[config.mk]
export PLATFORM = sky130hd
export DESIGN_NAME = lnk_speed_seq
export DESIGN_NICKNAME = d
export VERILOG_FILES = /design/src/rtl/lbs_pkg.sv /design/src/rtl/lbs_regs.sv /design/src/rtl/lbs_poll.sv /design/src/rtl/lnk_speed_seq.sv
export SDC_FILE = /design/constraint.sdc
export NUM_CORES = 1
export LEC_CHECK = 0
export BUFFER_PORTS_ARGS = -buffer_cell sky130_fd_sc_hd__buf_2
export CORE_MARGIN = 2
export CORE_UTILIZATION = 44
export CTS_CLUSTER_SIZE = 30
export DETAILED_ROUTE_END_ITERATION = 12
export GPL_ROUTABILITY_DRIVEN = 0
export PLACE_DENSITY = 0.83
export SLEW_MARGIN = 0
export SYNTH_ARGS = -nofsm -noshare
export SYNTH_HDL_FRONTEND = slang
export SYNTH_HIERARCHICAL = 1
export SYNTH_SLANG_ARGS = --single-unit
[constraint.sdc]
create_clock -name clk -period 3 [get_ports clk]
set_input_delay 0.15 -clock clk [delete_from_list [all_inputs] [get_ports clk]]
set_output_delay 0.15 -clock clk [all_outputs]
set_load 0.02 [all_outputs]
[src/rtl/lbs_pkg.sv]
package lbs_pkg;
  localparam int REG_W   = 32;
  localparam int SPD_W   = 4;
  localparam int CHG_BIT = 17;
  localparam int GEN_LSB = 16;
  localparam int GEN_W   = 4;

  localparam logic [SPD_W-1:0] SPD_GEN1 = 4'd1;
  localparam logic [SPD_W-1:0] SPD_GEN2 = 4'd2;

  typedef enum logic [2:0] {
    S_IDLE,
    S_CAP1,
    S_TRAIN,
    S_WUP1,
    S_CAP2,
    S_REQ,
    S_WCHG,
    S_WUP2
  } seq_st_t;
endpackage

[src/rtl/lbs_regs.sv]
module lbs_regs
  import lbs_pkg::*;
#(
  parameter logic [REG_W-1:0] CAP_INIT = '0,
  parameter logic [REG_W-1:0] CTL_INIT = '0
) (
  input  logic             clk,
  input  logic             rst_n,
  input  logic             spd_we,
  input  logic [SPD_W-1:0] spd_val,
  input  logic             chg_set,
  input  logic             chg_clr,
  output logic [REG_W-1:0] cap_q,
  output logic [REG_W-1:0] ctl_q
);
  localparam logic [REG_W-1:0] CHG_MASK = REG_W'(1) << CHG_BIT;

  logic [REG_W-1:0] cap_d, ctl_d;
  logic             cap_en, ctl_en;

  // read-modify-write: only the addressed field changes
  always_comb begin
    cap_d  = cap_q;
    cap_en = spd_we;
    if (spd_we) cap_d[SPD_W-1:0] = spd_val;
  end

  always_comb begin
    ctl_d  = ctl_q;
    ctl_en = chg_set | chg_clr;
    if (chg_set)      ctl_d[CHG_BIT] = 1'b1;
    else if (chg_clr) ctl_d[CHG_BIT] = 1'b0;
  end

  always_ff @(posedge clk or negedge rst_n) begin
    if (!rst_n)      cap_q <= CAP_INIT;
    else if (cap_en) cap_q <= cap_d;
  end

  always_ff @(posedge clk or negedge rst_n) begin
    if (!rst_n)      ctl_q <= CTL_INIT;
    else if (ctl_en) ctl_q <= ctl_d;
  end

  p_upper_kept_r2: assert property (@(posedge clk) disable iff (!rst_n)
    cap_q[REG_W-1:SPD_W] == CAP_INIT[REG_W-1:SPD_W]);

  p_ctl_others_r6: assert property (@(posedge clk) disable iff (!rst_n)
    (ctl_q & ~CHG_MASK) == (CTL_INIT & ~CHG_MASK));

  p_set_wins_r6: assert property (@(posedge clk) disable iff (!rst_n)
    chg_set |=> ctl_q[CHG_BIT]);

  p_clear_r7: assert property (@(posedge clk) disable iff (!rst_n)
    (chg_clr && !chg_set) |=> !ctl_q[CHG_BIT]);
endmodule

[src/rtl/lbs_poll.sv]
module lbs_poll #(
  parameter int LIMIT = 200,
  parameter int GAP   = 10000
) (
  input  logic clk,
  input  logic rst_n,
  input  logic arm,
  input  logic active,
  output logic poll,
  output logic last
);
  localparam int TW = (LIMIT > 1) ? $clog2(LIMIT) : 1;
  localparam int GW = (GAP > 1) ? $clog2(GAP) : 1;

  logic [TW-1:0] tries_q, tries_d;
  logic [GW-1:0] gap_q, gap_d;
  logic          cnt_en;

  assign poll = active && (gap_q == '0);
  assign last = (tries_q == TW'(LIMIT - 1));

  always_comb begin
    tries_d = tries_q;
    gap_d   = gap_q;
    cnt_en  = arm | active;
    if (arm) begin
      tries_d = '0;
      gap_d   = '0;
    end else if (active) begin
      if (gap_q == '0) begin
        gap_d = GW'(GAP - 1);
        if (!last) tries_d = tries_q + 1'b1;
      end else begin
        gap_d = gap_q - 1'b1;
      end
    end
  end

  always_ff @(posedge clk or negedge rst_n) begin
    if (!rst_n) begin
      tries_q <= '0;
      gap_q   <= '0;
    end else if (cnt_en) begin
      tries_q <= tries_d;
      gap_q   <= gap_d;
    end
  end

  p_tries_bound_r4: assert property (@(posedge clk) disable iff (!rst_n)
    tries_q <= TW'(LIMIT - 1));

  generate
    if (GAP > 1) begin : g_gap_chk
      p_poll_spacing_r4: assert property (@(posedge clk) disable iff (!rst_n)
        (poll && !arm) |=> !poll);
    end
  endgenerate
endmodule

[src/rtl/lnk_speed_seq.sv]
module lnk_speed_seq
  import lbs_pkg::*;
#(
  parameter int               POLL_LIMIT = 200,
  parameter int               POLL_GAP   = 10000,
  parameter logic [REG_W-1:0] CAP_INIT   = 32'h0000_0012,
  parameter logic [REG_W-1:0] CTL_INIT   = 32'h0000_0000
) (
  input  logic             clk,
  input  logic             rst_n,
  input  logic             start_i,
  input  logic             link_up_i,
  input  logic [31:0]      link_stat_i,
  input  logic             chg_clr_i,
  output logic             train_en_o,
  output logic [31:0]      cap_reg_o,
  output logic [31:0]      spd_ctl_o,
  output logic             done_o,
  output logic             pass_o,
  output logic [3:0]       gen_o
);
  seq_st_t          st_q, st_d;
  logic             spd_we, chg_set;
  logic [SPD_W-1:0] spd_val;
  logic             poll, last, arm, active, wait_d;
  logic             ok_ev, fail_ev, go;
  logic             train_q, train_d, train_en;
  logic             done_q, pass_q, pass_d, res_en;
  logic [GEN_W-1:0] gen_q, gen_d;

  lbs_regs #(.CAP_INIT(CAP_INIT), .CTL_INIT(CTL_INIT)) u_regs (
    .clk     (clk),
    .rst_n   (rst_n),
    .spd_we  (spd_we),
    .spd_val (spd_val),
    .chg_set (chg_set),
    .chg_clr (chg_clr_i),
    .cap_q   (cap_reg_o),
    .ctl_q   (spd_ctl_o)
  );

  lbs_poll #(.LIMIT(POLL_LIMIT), .GAP(POLL_GAP)) u_poll (
    .clk    (clk),
    .rst_n  (rst_n),
    .arm    (arm),
    .active (active),
    .poll   (poll),
    .last   (last)
  );

  // sequencing
  always_comb begin
    st_d    = st_q;
    spd_we  = 1'b0;
    spd_val = SPD_GEN1;
    chg_set = 1'b0;
    ok_ev   = 1'b0;
    fail_ev = 1'b0;
    go      = 1'b0;
    case (st_q)
      S_IDLE: if (start_i) begin
        go   = 1'b1;
        st_d = S_CAP1;
      end
      S_CAP1: begin
        spd_we  = 1'b1;
        spd_val = SPD_GEN1;
        st_d    = S_TRAIN;
      end
      S_TRAIN: st_d = S_WUP1;
      S_WUP1: if (poll) begin
        if (link_up_i) st_d = S_CAP2;
        else if (last) begin
          st_d    = S_IDLE;
          fail_ev = 1'b1;
        end
      end
      S_CAP2: begin
        spd_we  = 1'b1;
        spd_val = SPD_GEN2;
        st_d    = S_REQ;
      end
      S_REQ: begin
        chg_set = 1'b1;
        st_d    = S_WCHG;
      end
      S_WCHG: if (poll) begin
        if (!spd_ctl_o[CHG_BIT]) st_d = S_WUP2;
        else if (last) begin
          st_d    = S_IDLE;
          fail_ev = 1'b1;
        end
      end
      S_WUP2: if (poll) begin
        if (link_up_i) begin
          st_d  = S_IDLE;
          ok_ev = 1'b1;
        end else if (last) begin
          st_d    = S_IDLE;
          fail_ev = 1'b1;
        end
      end
      default: st_d = S_IDLE;
    endcase
  end

  assign active = (st_q == S_WUP1) || (st_q == S_WCHG) || (st_q == S_WUP2);
  assign wait_d = (st_d == S_WUP1) || (st_d == S_WCHG) || (st_d == S_WUP2);
  assign arm    = wait_d && (st_d != st_q);

  // training enable and result registers
  always_comb begin
    train_en = go | (st_q == S_TRAIN);
    train_d  = (st_q == S_TRAIN);
    res_en   = go | ok_ev | fail_ev;
    pass_d   = ok_ev;
    gen_d    = ok_ev ? link_stat_i[GEN_LSB +: GEN_W] : '0;
  end

  always_ff @(posedge clk or negedge rst_n) begin
    if (!rst_n) st_q <= S_IDLE;
    else        st_q <= st_d;
  end

  always_ff @(posedge clk or negedge rst_n) begin
    if (!rst_n)        train_q <= 1'b0;
    else if (train_en) train_q <= train_d;
  end

  always_ff @(posedge clk or negedge rst_n) begin
    if (!rst_n) done_q <= 1'b0;
    else        done_q <= ok_ev | fail_ev;
  end

  always_ff @(posedge clk or negedge rst_n) begin
    if (!rst_n) begin
      pass_q <= 1'b0;
      gen_q  <= '0;
    end else if (res_en) begin
      pass_q <= pass_d;
      gen_q  <= gen_d;
    end
  end

  assign train_en_o = train_q;
  assign done_o     = done_q;
  assign pass_o     = pass_q;
  assign gen_o      = gen_q;

  p_gen1_first_r2: assert property (@(posedge clk) disable iff (!rst_n)
    (st_q == S_WUP1) |-> (cap_reg_o[SPD_W-1:0] == SPD_GEN1));

  p_gen2_before_req_r5: assert property (@(posedge clk) disable iff (!rst_n)
    (st_q == S_REQ || st_q == S_WCHG || st_q == S_WUP2) |-> (cap_reg_o[SPD_W-1:0] == SPD_GEN2));

  p_req_after_gen2_r6: assert property (@(posedge clk) disable iff (!rst_n)
    $rose(spd_ctl_o[CHG_BIT]) |-> (cap_reg_o[SPD_W-1:0] == SPD_GEN2));

  p_train_held_r3: assert property (@(posedge clk) disable iff (!rst_n)
    active |-> train_q);

  p_done_pulse_r10: assert property (@(posedge clk) disable iff (!rst_n)
    done_q |=> !done_q);

  p_result_hold_r10: assert property (@(posedge clk) disable iff (!rst_n)
    (st_q == S_IDLE && !start_i) |=> ($stable(pass_q) && $stable(gen_q)));

  p_busy_clear_r10: assert property (@(posedge clk) disable iff (!rst_n)
    (st_q != S_IDLE) |-> (!pass_q && gen_q == '0));

  p_gen_source_r9: assert property (@(posedge clk) disable iff (!rst_n)
    ok_ev |=> (gen_q == $past(link_stat_i[GEN_LSB +: GEN_W])));
endmodule

### Word level (Yosys, flattened, before mapping)

Index checks and enable logic that the tools add are counted.

| word-level totals | value |
|---|---|
| logic and storage cells | 79 |
| output and inout bits | 71 |
| register bits | 37 |
| input bits | 37 |

| operators by class | value |
|---|---|
| reductions and logical operators | 16 |
| eq/ne operators | 13 |
| add/subtract/negate cells | 2 |
| muxes and demuxes | 33 |
| bitwise gates (word level) | 6 |

Operator list:

| cell | number |
|---|---|
| $mux W14 | 3 |
| $mux W8 | 4 |
| $mux W3 | 8 |
| $pmux W3 S8 | 1 |
| $eq A3 B3 Y1 const B | 6 |
| $logic_not A14 Y1 | 1 |
| $mux W1 | 14 |
| $sub A14 B1 Y14 const B | 1 |
| $eq A3 B2 Y1 const B | 3 |
| $add A8 B1 Y8 const B | 1 |
| $eq A8 B8 Y1 const B | 1 |
| $or A1 B1 Y1 | 6 |
| $reduce_bool A2 Y1 | 3 |
| $logic_or A1 B1 Y1 | 4 |
| $mux W4 | 1 |
| $reduce_and A2 Y1 | 2 |
| $reduce_and A4 Y1 | 1 |
| $reduce_or A2 Y1 | 2 |
| $eq A3 B1 Y1 const B | 1 |
| $logic_not A3 Y1 | 1 |
| $ne A3 B3 Y1 | 1 |
| $logic_and A1 B1 Y1 | 2 |
| $mux W2 | 1 |
| $ne A2 B1 Y1 const B | 1 |
| $pmux W1 S2 | 1 |

### Longest topological paths before layout

Gate-level depths: netlist of run 1.

| depth | value |
|---|---|
| depth after elaboration | 12 |
| depth in mapped cells | 15 |

### By module

Netlist of run 1, hierarchy kept.

By module, submodules not included:

| module | instances | cells an instance | area each (um^2) |
|---|---|---|---|
| lbs_poll | 1 | 137 | 1275.0 |
| lbs_regs | 1 | 72 | 633.1 |
| lnk_speed_seq | 1 | 62 | 605.6 |

### Worst setup path before layout of run 1

No wires, ideal clock.

| timing | value |
|---|---|
| path type | reg2reg |
| start point | reg st_q[1] |
| end point | reg u_poll.gap_q[6] |
| stages on the path, launching flop included | 16 |
| clock period less this slack | 3.058 ns |
| data required time | 2.922 ns |
| slack | -0.058 ns |
| arrival | 2.980 ns |
| cell sequence | dfrtp_1 -> buf_6 -> inv_1 -> nor2_1 -> buf_2 -> and4bb_2 -> nand4_1 -> clkbuf_1 -> inv_1 -> nand2b_1 -> a211oi_1 -> or2_2 -> nor2_1 -> or4b_2 -> a21o_1 -> a21oi_1 |

| on the way | value |
|---|---|
| longest elaborated chain between the ends | 12 |

RTL lines:

| item | line | text |
|---|---|---|
| start: declaration | lnk_speed_seq.sv:22 | `seq_st_t st_q, st_d;` |
| start signal: assignment | lnk_speed_seq.sv:122 | `else st_q <= st_d;` |
| $eq A3 B2 Y1 or $eq A3 B3 Y1 (tied branches) | lnk_speed_seq.sv:107 | `assign active = (st_q == S_WUP1) \|\| (st_q == S_WCHG) \|\| (st_q == S_WUP2);` |
| $logic_or A1 B1 Y1 | lnk_speed_seq.sv:107 |  |
| $logic_or A1 B1 Y1 * | lnk_speed_seq.sv:107 |  |
| via active | lnk_speed_seq.sv:25 | `logic poll, last, arm, active, wait_d;` |
| $logic_and A1 B1 Y1 * | lbs_poll.sv:19 | `assign poll = active && (gap_q == '0);` |
| via poll | lnk_speed_seq.sv:25 |  |
| $mux W3, on equally long branches | lnk_speed_seq.sv:94, lnk_speed_seq.sv:71, lnk_speed_seq.sv:87 |  |
| $pmux W3 S8 * | lnk_speed_seq.sv:60 | `case (st_q)` |
| $eq A3 B2 Y1 or $eq A3 B3 Y1 (tied branches) | lnk_speed_seq.sv:108 | `assign wait_d = (st_d == S_WUP1) \|\| (st_d == S_WCHG) \|\| (st_d == S_WUP2);` |
| $logic_or A1 B1 Y1 (2 in series) | lnk_speed_seq.sv:108 |  |
| $logic_and A1 B1 Y1 * | lnk_speed_seq.sv:109 | `assign arm = wait_d && (st_d != st_q);` |
| via arm | lnk_speed_seq.sv:25 |  |
| $reduce_bool A2 Y1 (no line) or $or A1 B1 Y1 (tied branches) | n/a |  |
| $reduce_and A2 Y1 (no line) | n/a |  |
| end signal: assignment | lbs_poll.sv:45 | `gap_q <= gap_d;` |
| end: declaration | lbs_poll.sv:16 | `logic [GW-1:0] gap_q, gap_d;` |

Mark *: on every way through the listed nets, which the timed path passes. The rest lies on a longest branch.
A chain may end at the register's enable or synchronous reset.

### Final worst setup path of run 1

| timing | value |
|---|---|
| start point | reg u_poll.gap_q[0] |
| end point | reg u_poll.gap_q[6] |

| on the way | value |
|---|---|
| longest elaborated chain between the ends | 10 |

RTL lines:

| item | line |
|---|---|
| $logic_not A14 Y1 * | lbs_poll.sv:19 |
| $logic_and A1 B1 Y1 * | lbs_poll.sv:19 |
| via poll | lnk_speed_seq.sv:25 |
| $mux W3, on equally long branches | lnk_speed_seq.sv:94, lnk_speed_seq.sv:71, lnk_speed_seq.sv:87 |
| $pmux W3 S8 * | lnk_speed_seq.sv:60 |
| $eq A3 B2 Y1 or $eq A3 B3 Y1 (tied branches) | lnk_speed_seq.sv:108 |
| $logic_or A1 B1 Y1 (2 in series) | lnk_speed_seq.sv:108 |
| $logic_and A1 B1 Y1 * | lnk_speed_seq.sv:109 |
| via arm | lnk_speed_seq.sv:25 |
| $reduce_bool A2 Y1 (no line) or $or A1 B1 Y1 (tied branches) | n/a |
| $reduce_and A2 Y1 (no line) | n/a |

Mark *: on every way through the listed nets, which the timed path passes. The rest lies on a longest branch. The select of a mux whose other input is x is not followed.

==> results of run 1 <==
## power by group through the flow
stage	Combinational [mW]	Sequential (mW)	Clock [mW]
global placement	1.13	0.779	0
detailed placement	1.17	0.788	0
floorplan	0.946	0.812	0
finish	1.20	0.789	0.376
global route	1.32	0.814	0.413
CTS	1.18	0.780	0.390
## cells by family after synthesis
group	count (synthesis)	synth area share, %
mux	5	2.190
simple gates	88	21.25
other cells	3	0.4480
flops	37	36.88
fa+ha+maj	2	0.9954
xor+xnor	6	2.091
compound gates	51	13.94
buf+inv	79	22.20
## repair_timing
item / in CTS / in global routing
hold buffers: 1 / 0
endpoints found under the hold margin: 36 / 0
gates resized for setup: 0 / 2
setup endpoints to repair: 0 / 1
## worst max-delay path by stage
stage | endpoint | slack [ns] | depth (start not counted)
final | u_poll/gap_q[6] | 0.15 | 12
after CTS | u_poll/gap_q[6] | 0.13 | 12
after floorplan | u_poll/gap_q[6] | 0.03 | 15
after global routing | u_poll/gap_q[6] | 0.01 | 12
after global placement | u_poll/gap_q[6] | 0.23 | 12
after detailed placement | u_poll/gap_q[6] | 0.17 | 12
## cell type report
cell class / instances / area [um2] / share of cell area, %
sequential: 37 / 927.1 / 35.73
tap: 72 / 90.09 / 3.472
clock inverter: 1 / 5.005 / 0.1929
timing repair buffer: 30 / 177.7 / 6.847
clock buffer: 7 / 96.34 / 3.713
multi-input combinational: 213 / 1265 / 48.75
inverter: 9 / 33.78 / 1.302
## worst max-delay path, stage by stage, from the launching register on
cell	delay, ns
dfrtp_1	0.43
inv_1	0.09
ha_2	0.21
and4bb_2	0.28
nand4_1	0.15
inv_2	0.14
nand2b_1	0.11
a211oi_2	0.26
or2_4	0.16
nor2_1	0.05
or4b_2	0.61
a21o_1	0.17
a21oi_1	0.13
## sequential cells by signal, summed over array words and instances, names as in the netlist
signal          cells
train_en_o          1
u_regs/ctl_q        1
done_o              1
u_poll/tries_q      8
pass_o              1
gen_o               4
st_q                3
u_poll/gap_q       14
u_regs/cap_q        4
## routing by layer
metal | wire (um) | global-route usage, % | vias to the layer above
li1 | - | - | 889
met5 | 0 | 0 | -
met1 | 1896 | 18.29 | 910
met2 | 2275 | 24.62 | 69
met4 | 85 | 5.345 | 0
met3 | 257 | 3.054 | 7
## cell usage in the layout (no fill, tap or decap), drive strengths merged, types with 5 or more instances in the layout
master	Yosys	final
a211oi	5	5
a21oi	13	13
buf	66	29
clkbuf	4	7
conb	3	61
dfrtp	36	36
inv	9	9
nand2	13	13
nand3	10	10
nand4	5	5
nor2	13	13
nor3	6	6
nor4	6	6
o21ai	10	10
o31ai	9	9
or4	6	6
==> summary.txt, run 1 <==
Run status
  • Status: complete, no violations

Critical path
  • Setup crit start: u_poll/gap_q[0]
  • Crit path max fanout: 6
  • Reg2Reg Depth: 12
  • Critical Path Sink Type: flop
  • Critical Path RT: 3.21 ns
  • Reg2Reg Setup Slack: 0.15 ns
  • Startpoint Class: flop
  • RR Startpoint: u_poll/gap_q[0]
  • Crit path DAT: 3.06 ns
  • RR Endpoint: u_poll/gap_q[6]
  • WS Path Type: flop to flop

Worst hold path
  • Hold Crit Start: link_stat_i[17]
  • Hold/Removal Path Class: input port to flop
  • Hold Crit Depth: 3
  • End of the worst hold path: gen_o[1]

Synth
  • Number of synthesized flops with an enable pin: 0
  • Seq cells post-synth: 37
  • Synth Flop Type: dfrtp_1
  • Synth area leader: dfrtp_1
  • Commonest cells post-synth: buf_4 (59), dfrtp_1 (36), a21oi_1 (13), nand2_1 (13), nor2_1 (13)
  • Most common cell in the netlist: buf_4
  • Post-Syn Instances: 271
  • Synth area leaders: dfrtp_1 (36%), buf_4 (18%), o31ai_1 (2.7%), a21oi_1 (2.6%), buf_6 (2.2%)
  • Synth warnings: 6
  • Synthesized area: 0.002514 mm2
  • Post-synth ARST share: 100.0%
  • Synth unique cells: 56
  • Register area share after synthesis: 36.88%
  • Syn_area_per_cell: 9.276 um2
  • Synth top area share: 35.84%

Power and ir drop
  • Tot Pwr: 2.365 mW
  • PD cells: 911.5 mW/mm2
  • Internal power: 1.339 mW
  • Combinational power share: 50.7%
  • Register share of total power: 33.4%
  • VDD IR max: 308.5 uV
  • Switch Pwr: 1.026 mW
  • Pleak: 1.214 nW
  • Clock power frac: 15.9%
  • Switching share of total power: 43.38%

Cells and area
  • Fin area: 0.002595 mm2
  • # nets final: 335
  • P&R area growth vs syn: 3.235%
  • Layout cell share with drive strength beyond 1: 20.20%
  • Fillers: 553
  • Final core occ: 47.13%
  • Diode count: 0
  • Non-Filler Instances: 369

Die
  • Die H: 79.59 um
  • Core area: 0.005507 mm2
  • Initial Utilization: 45.65%
  • Die Span X: 79.59 um
  • Die footprint: 0.006334 mm2
  • I/O Pins: 108
  • # rows: 27

Global route
  • Vias in the first global route: 1682
  • First-pass GRT wire length: 7479 um
  • Largest net degree at the start of global routing: 38
  • Overall Global Routing Usage: 14.57%
  • Initial antenna violation count: 0
  • Total congestion overflow: 0

Timing
  • Slew @ Worst Pin: 0.8125 ns
  • Crit share post-route: 95.00%
  • Hold slack final: 0.09460 ns
  • Final hold vios: 0
  • # setup viols final: 0
  • Relative slew margins: 45.83%
  • Worst Slack Setup Final: 0.1499 ns
  • Clk_skew: 0.004655 ns
  • Final slew viol count: 0
  • Maximum clock frequency: 350.9 MHz
  • Min Tclk post-route: 2.850 ns
  • RSZ-0062 raised after global routing: no
  • Setup TNS: 0 ns

Place
  • Dpl ws: 0.1659 ns
  • Post-DP Area: 0.002472 mm2
  • HPWL after DPL: 3167 um
  • PortBufs: 20
  • Post-Place Cells: 360

CTS
  • CTS sink cnt: 37
  • CTS root buf: clkbuf_8
  • CTS tree: built
  • Worst-Skew Late Latency: 0.29 ns
  • Level count of the clock H-tree: 2
  • Clk slew on worst S/H paths: 0.07 ns
  • CTS Buf Count: 5
  • Post-CTS Repair Setup Buffers: 0
  • CTS Buffer Depth: 2

Detailed routing
  • Vias: 1875
  • DRT Pass-1 Iters: 4
  • Final wirelength: 4514 um
  • WL per Instance: 12.23 um
  • Initial drt markers: 120
  • Post-DRT Antenna Nets: 0
  • Avg Vias per Cell: 5.081
  • # DRC: 0

Run
  • Max-Cap Viols: 0
(Power assumes the default switching activity.)
==> run 2: changes to the inputs <==
CORE_ASPECT_RATIO = 1.5   (was unset)
RECOVER_POWER = 50   (was unset)
==> summary.txt, run 2 (synthesized netlist as in run 1, its figures left out) <==
Detailed routing
  • WL per Instance: 12.32 um (+0.72%)
  • Post-DRT Antenna Nets: 0 (unchanged)
  • Final wirelength: 4534 um (+0.44%)
  • # DRC: 0 (unchanged)
  • DRT Pass-1 Iters: 4 (unchanged)
  • Initial drt markers: 44 (-63%)
  • Vias: 1886 (+0.59%)
  • Avg Vias per Cell: 5.125 (+0.86%)

Timing
  • Final hold vios: 0 (unchanged)
  • RSZ-0062 raised after global routing: no
  • Hold slack final: 0.09185 ns (-0.002754 ns)
  • Clk_skew: 0.003536 ns (-0.001119 ns)
  • Min Tclk post-route: 2.786 ns (-0.06440 ns)
  • Slew @ Worst Pin: 1.977 ns (+1.164 ns)
  • Maximum clock frequency: 359.0 MHz (+2.3%)
  • Relative slew margins: -31.77% (-78 points)
  • Setup TNS: 0 ns (unchanged)
  • Crit share post-route: 92.86% (-2.1 points)
  • # setup viols final: 0 (unchanged)
  • Final slew viol count: 38 (+38)

Die
  • Die footprint: 0.006346 mm2 (+0.19%)
  • I/O Pins: 108 (unchanged)
  • # rows: 33 (+22%)
  • Core area: 0.005492 mm2 (-0.27%)
  • Initial Utilization: 45.77% (+0.12 points)
  • Die H: 96.57 um (+21%)
  • Die Span X: 65.72 um (-17%)

Power and ir drop
  • VDD IR max: 626.4 uV (+100%)
  • Pleak: 1.164 nW (-4.2%)
  • PD cells: 925.8 mW/mm2 (+1.6%)

Critical path
  • Worst path max stage delay: 0.61 ns (about the same)
  • Delay-heaviest family, CP: simple AND/OR/NAND/NOR gates
  • CP Cell Sequence: inv_1 > ha_1 > and4bb_2 > nand4_1 > inv_2 > nand2b_1 > a211oi_2 > or2_4 > nor2_1 > or4b_2 > a21o_1 > a21oi_1
  • Startpoint Class: flop
  • Slowest cell on crit path: or4b_2
  • Crit path DAT: 3.00 ns (-0.06 ns)
  • Critical Path Sink Type: flop
  • WS Path Type: flop to flop
  • Worst Path Buf+Inv: 2 (unchanged)
  • Crit path max fanout: 6 (unchanged)
  • Critical Path RT: 3.21 ns (about the same)

CTS
  • Clk slew on worst S/H paths: 0.07 ns (about the same)
  • CTS Buffer Depth: 2 (unchanged)
  • Level count of the clock H-tree: 2 (unchanged)
  • CTS Buf Count: 5 (unchanged)
  • Worst-Skew Late Latency: 0.29 ns (about the same)
  • CTS sink cnt: 37 (unchanged)
  • CTS tree: built
  • CTS root buf: clkbuf_8

Run status
  • Status: complete, but fails checks
  • Violated checks: capacitance limit, slew limit

Cells and area
  • Diode count: 0 (unchanged)
  • Most common cell after layout, fill and taps aside: conb_1
  • # nets final: 336 (+0.30%)
  • Non-Filler Instances: 368 (-0.27%)
  • P&R area growth vs syn: 2.837%
  • Max FFs per register: 14 (unchanged)
  • Layout cell share with drive strength beyond 1: 15.44% (-4.8 points)
  • Biggest register: u_poll/gap_q
  • Regs by FF count: u_poll/gap_q: 14 flops, u_poll/tries_q: 8 flops
  • Most frequent cells in the layout: conb_1 (61), dfrtp_1 (35), clkbuf_1 (15)

Global route
  • Total congestion overflow: 0 (unchanged)
  • Largest net degree at the start of global routing: 38 (unchanged)
  • Overall Global Routing Usage: 15.74% (+1.2 points)
  • Vias in the first global route: 1699 (+1.0%)
  • First-pass GRT wire length: 7817 um (+4.5%)
  • Initial antenna violation count: 0 (unchanged)

Place
  • PortBufs: 20 (unchanged)
  • Post-Place Cells: 359 (-0.28%)
  • HPWL after DPL: 3190 um (+0.73%)

Worst hold path
  • Hold/Removal Path Class: input port to flop

Run
  • Max-Cap Viols: 1 (+1)
## run 2: through the flow
step	utilization, %	total power, mW	setup slack (ns)	instance area (um2)
2_1_floorplan	-	1.758	0.03414	2749
3_3_place_gp	45.11	1.918	0.2602	2477
3_5_place_dp	45.11	1.951	0.2396	2477
4_1_cts	47.48	2.420	0.2027	2608
5_1_grt	47.07	2.579	0.004053	2585
6_report	47.07	2.393	0.2143	2585
## run 2: power breakdown
group | switching, mW | internal (mW)
combinational | 0.701 | 0.455
clock | 0.182 | 0.270
sequential | 0.139 | 0.646
## run 2: path summary, 6_finish.rpt
path,from,to,slack (ns),cells after the start
min,link_stat_i[16],gen_o[0],0.09,3
max in group asynchronous,rst_n,u_poll/gap_q[0],0.75,2
max,u_poll/gap_q[0],u_poll/gap_q[6],0.21,12
min in group asynchronous,rst_n,u_poll/tries_q[5],0.97,2
min reg2reg,train_en_o,train_en_o,0.51,1
max reg2reg,u_poll/gap_q[0],u_poll/gap_q[6],0.21,12
## run 2: routing by layer
layer	track usage, %	wire, um
met5	0	0
met4	7.639	112
met3	2.549	258
met2	28.28	2387
met1	17.89	1776
## run 2: final cells by class
type | count | area, um2
repair buffers | 31 | 161.4
multi-input cells | 213 | 1254
clock buffers | 6 | 82.58
inverters | 9 | 33.78
well taps | 70 | 87.58
flip-flops and latches | 37 | 928.4
clock inverters | 2 | 37.54
fillers | 527 | 2907
## run 2: tightest hold or removal path: stages
cell	delay [ns]
buf_2	0.08
nand3_1	0.06
o31ai_1	0.06
## run 2: what timing repair did
| item | 4_1_cts | 5_1_grt |
|---|---|---|
| endpoints found under the hold margin | 36 | 0 |
| endpoints found under the setup margin | 0 | 1 |
| hold buffers | 1 | 0 |
| buffers inserted | 0 | 0 |
| resized for setup | 0 | 1 |
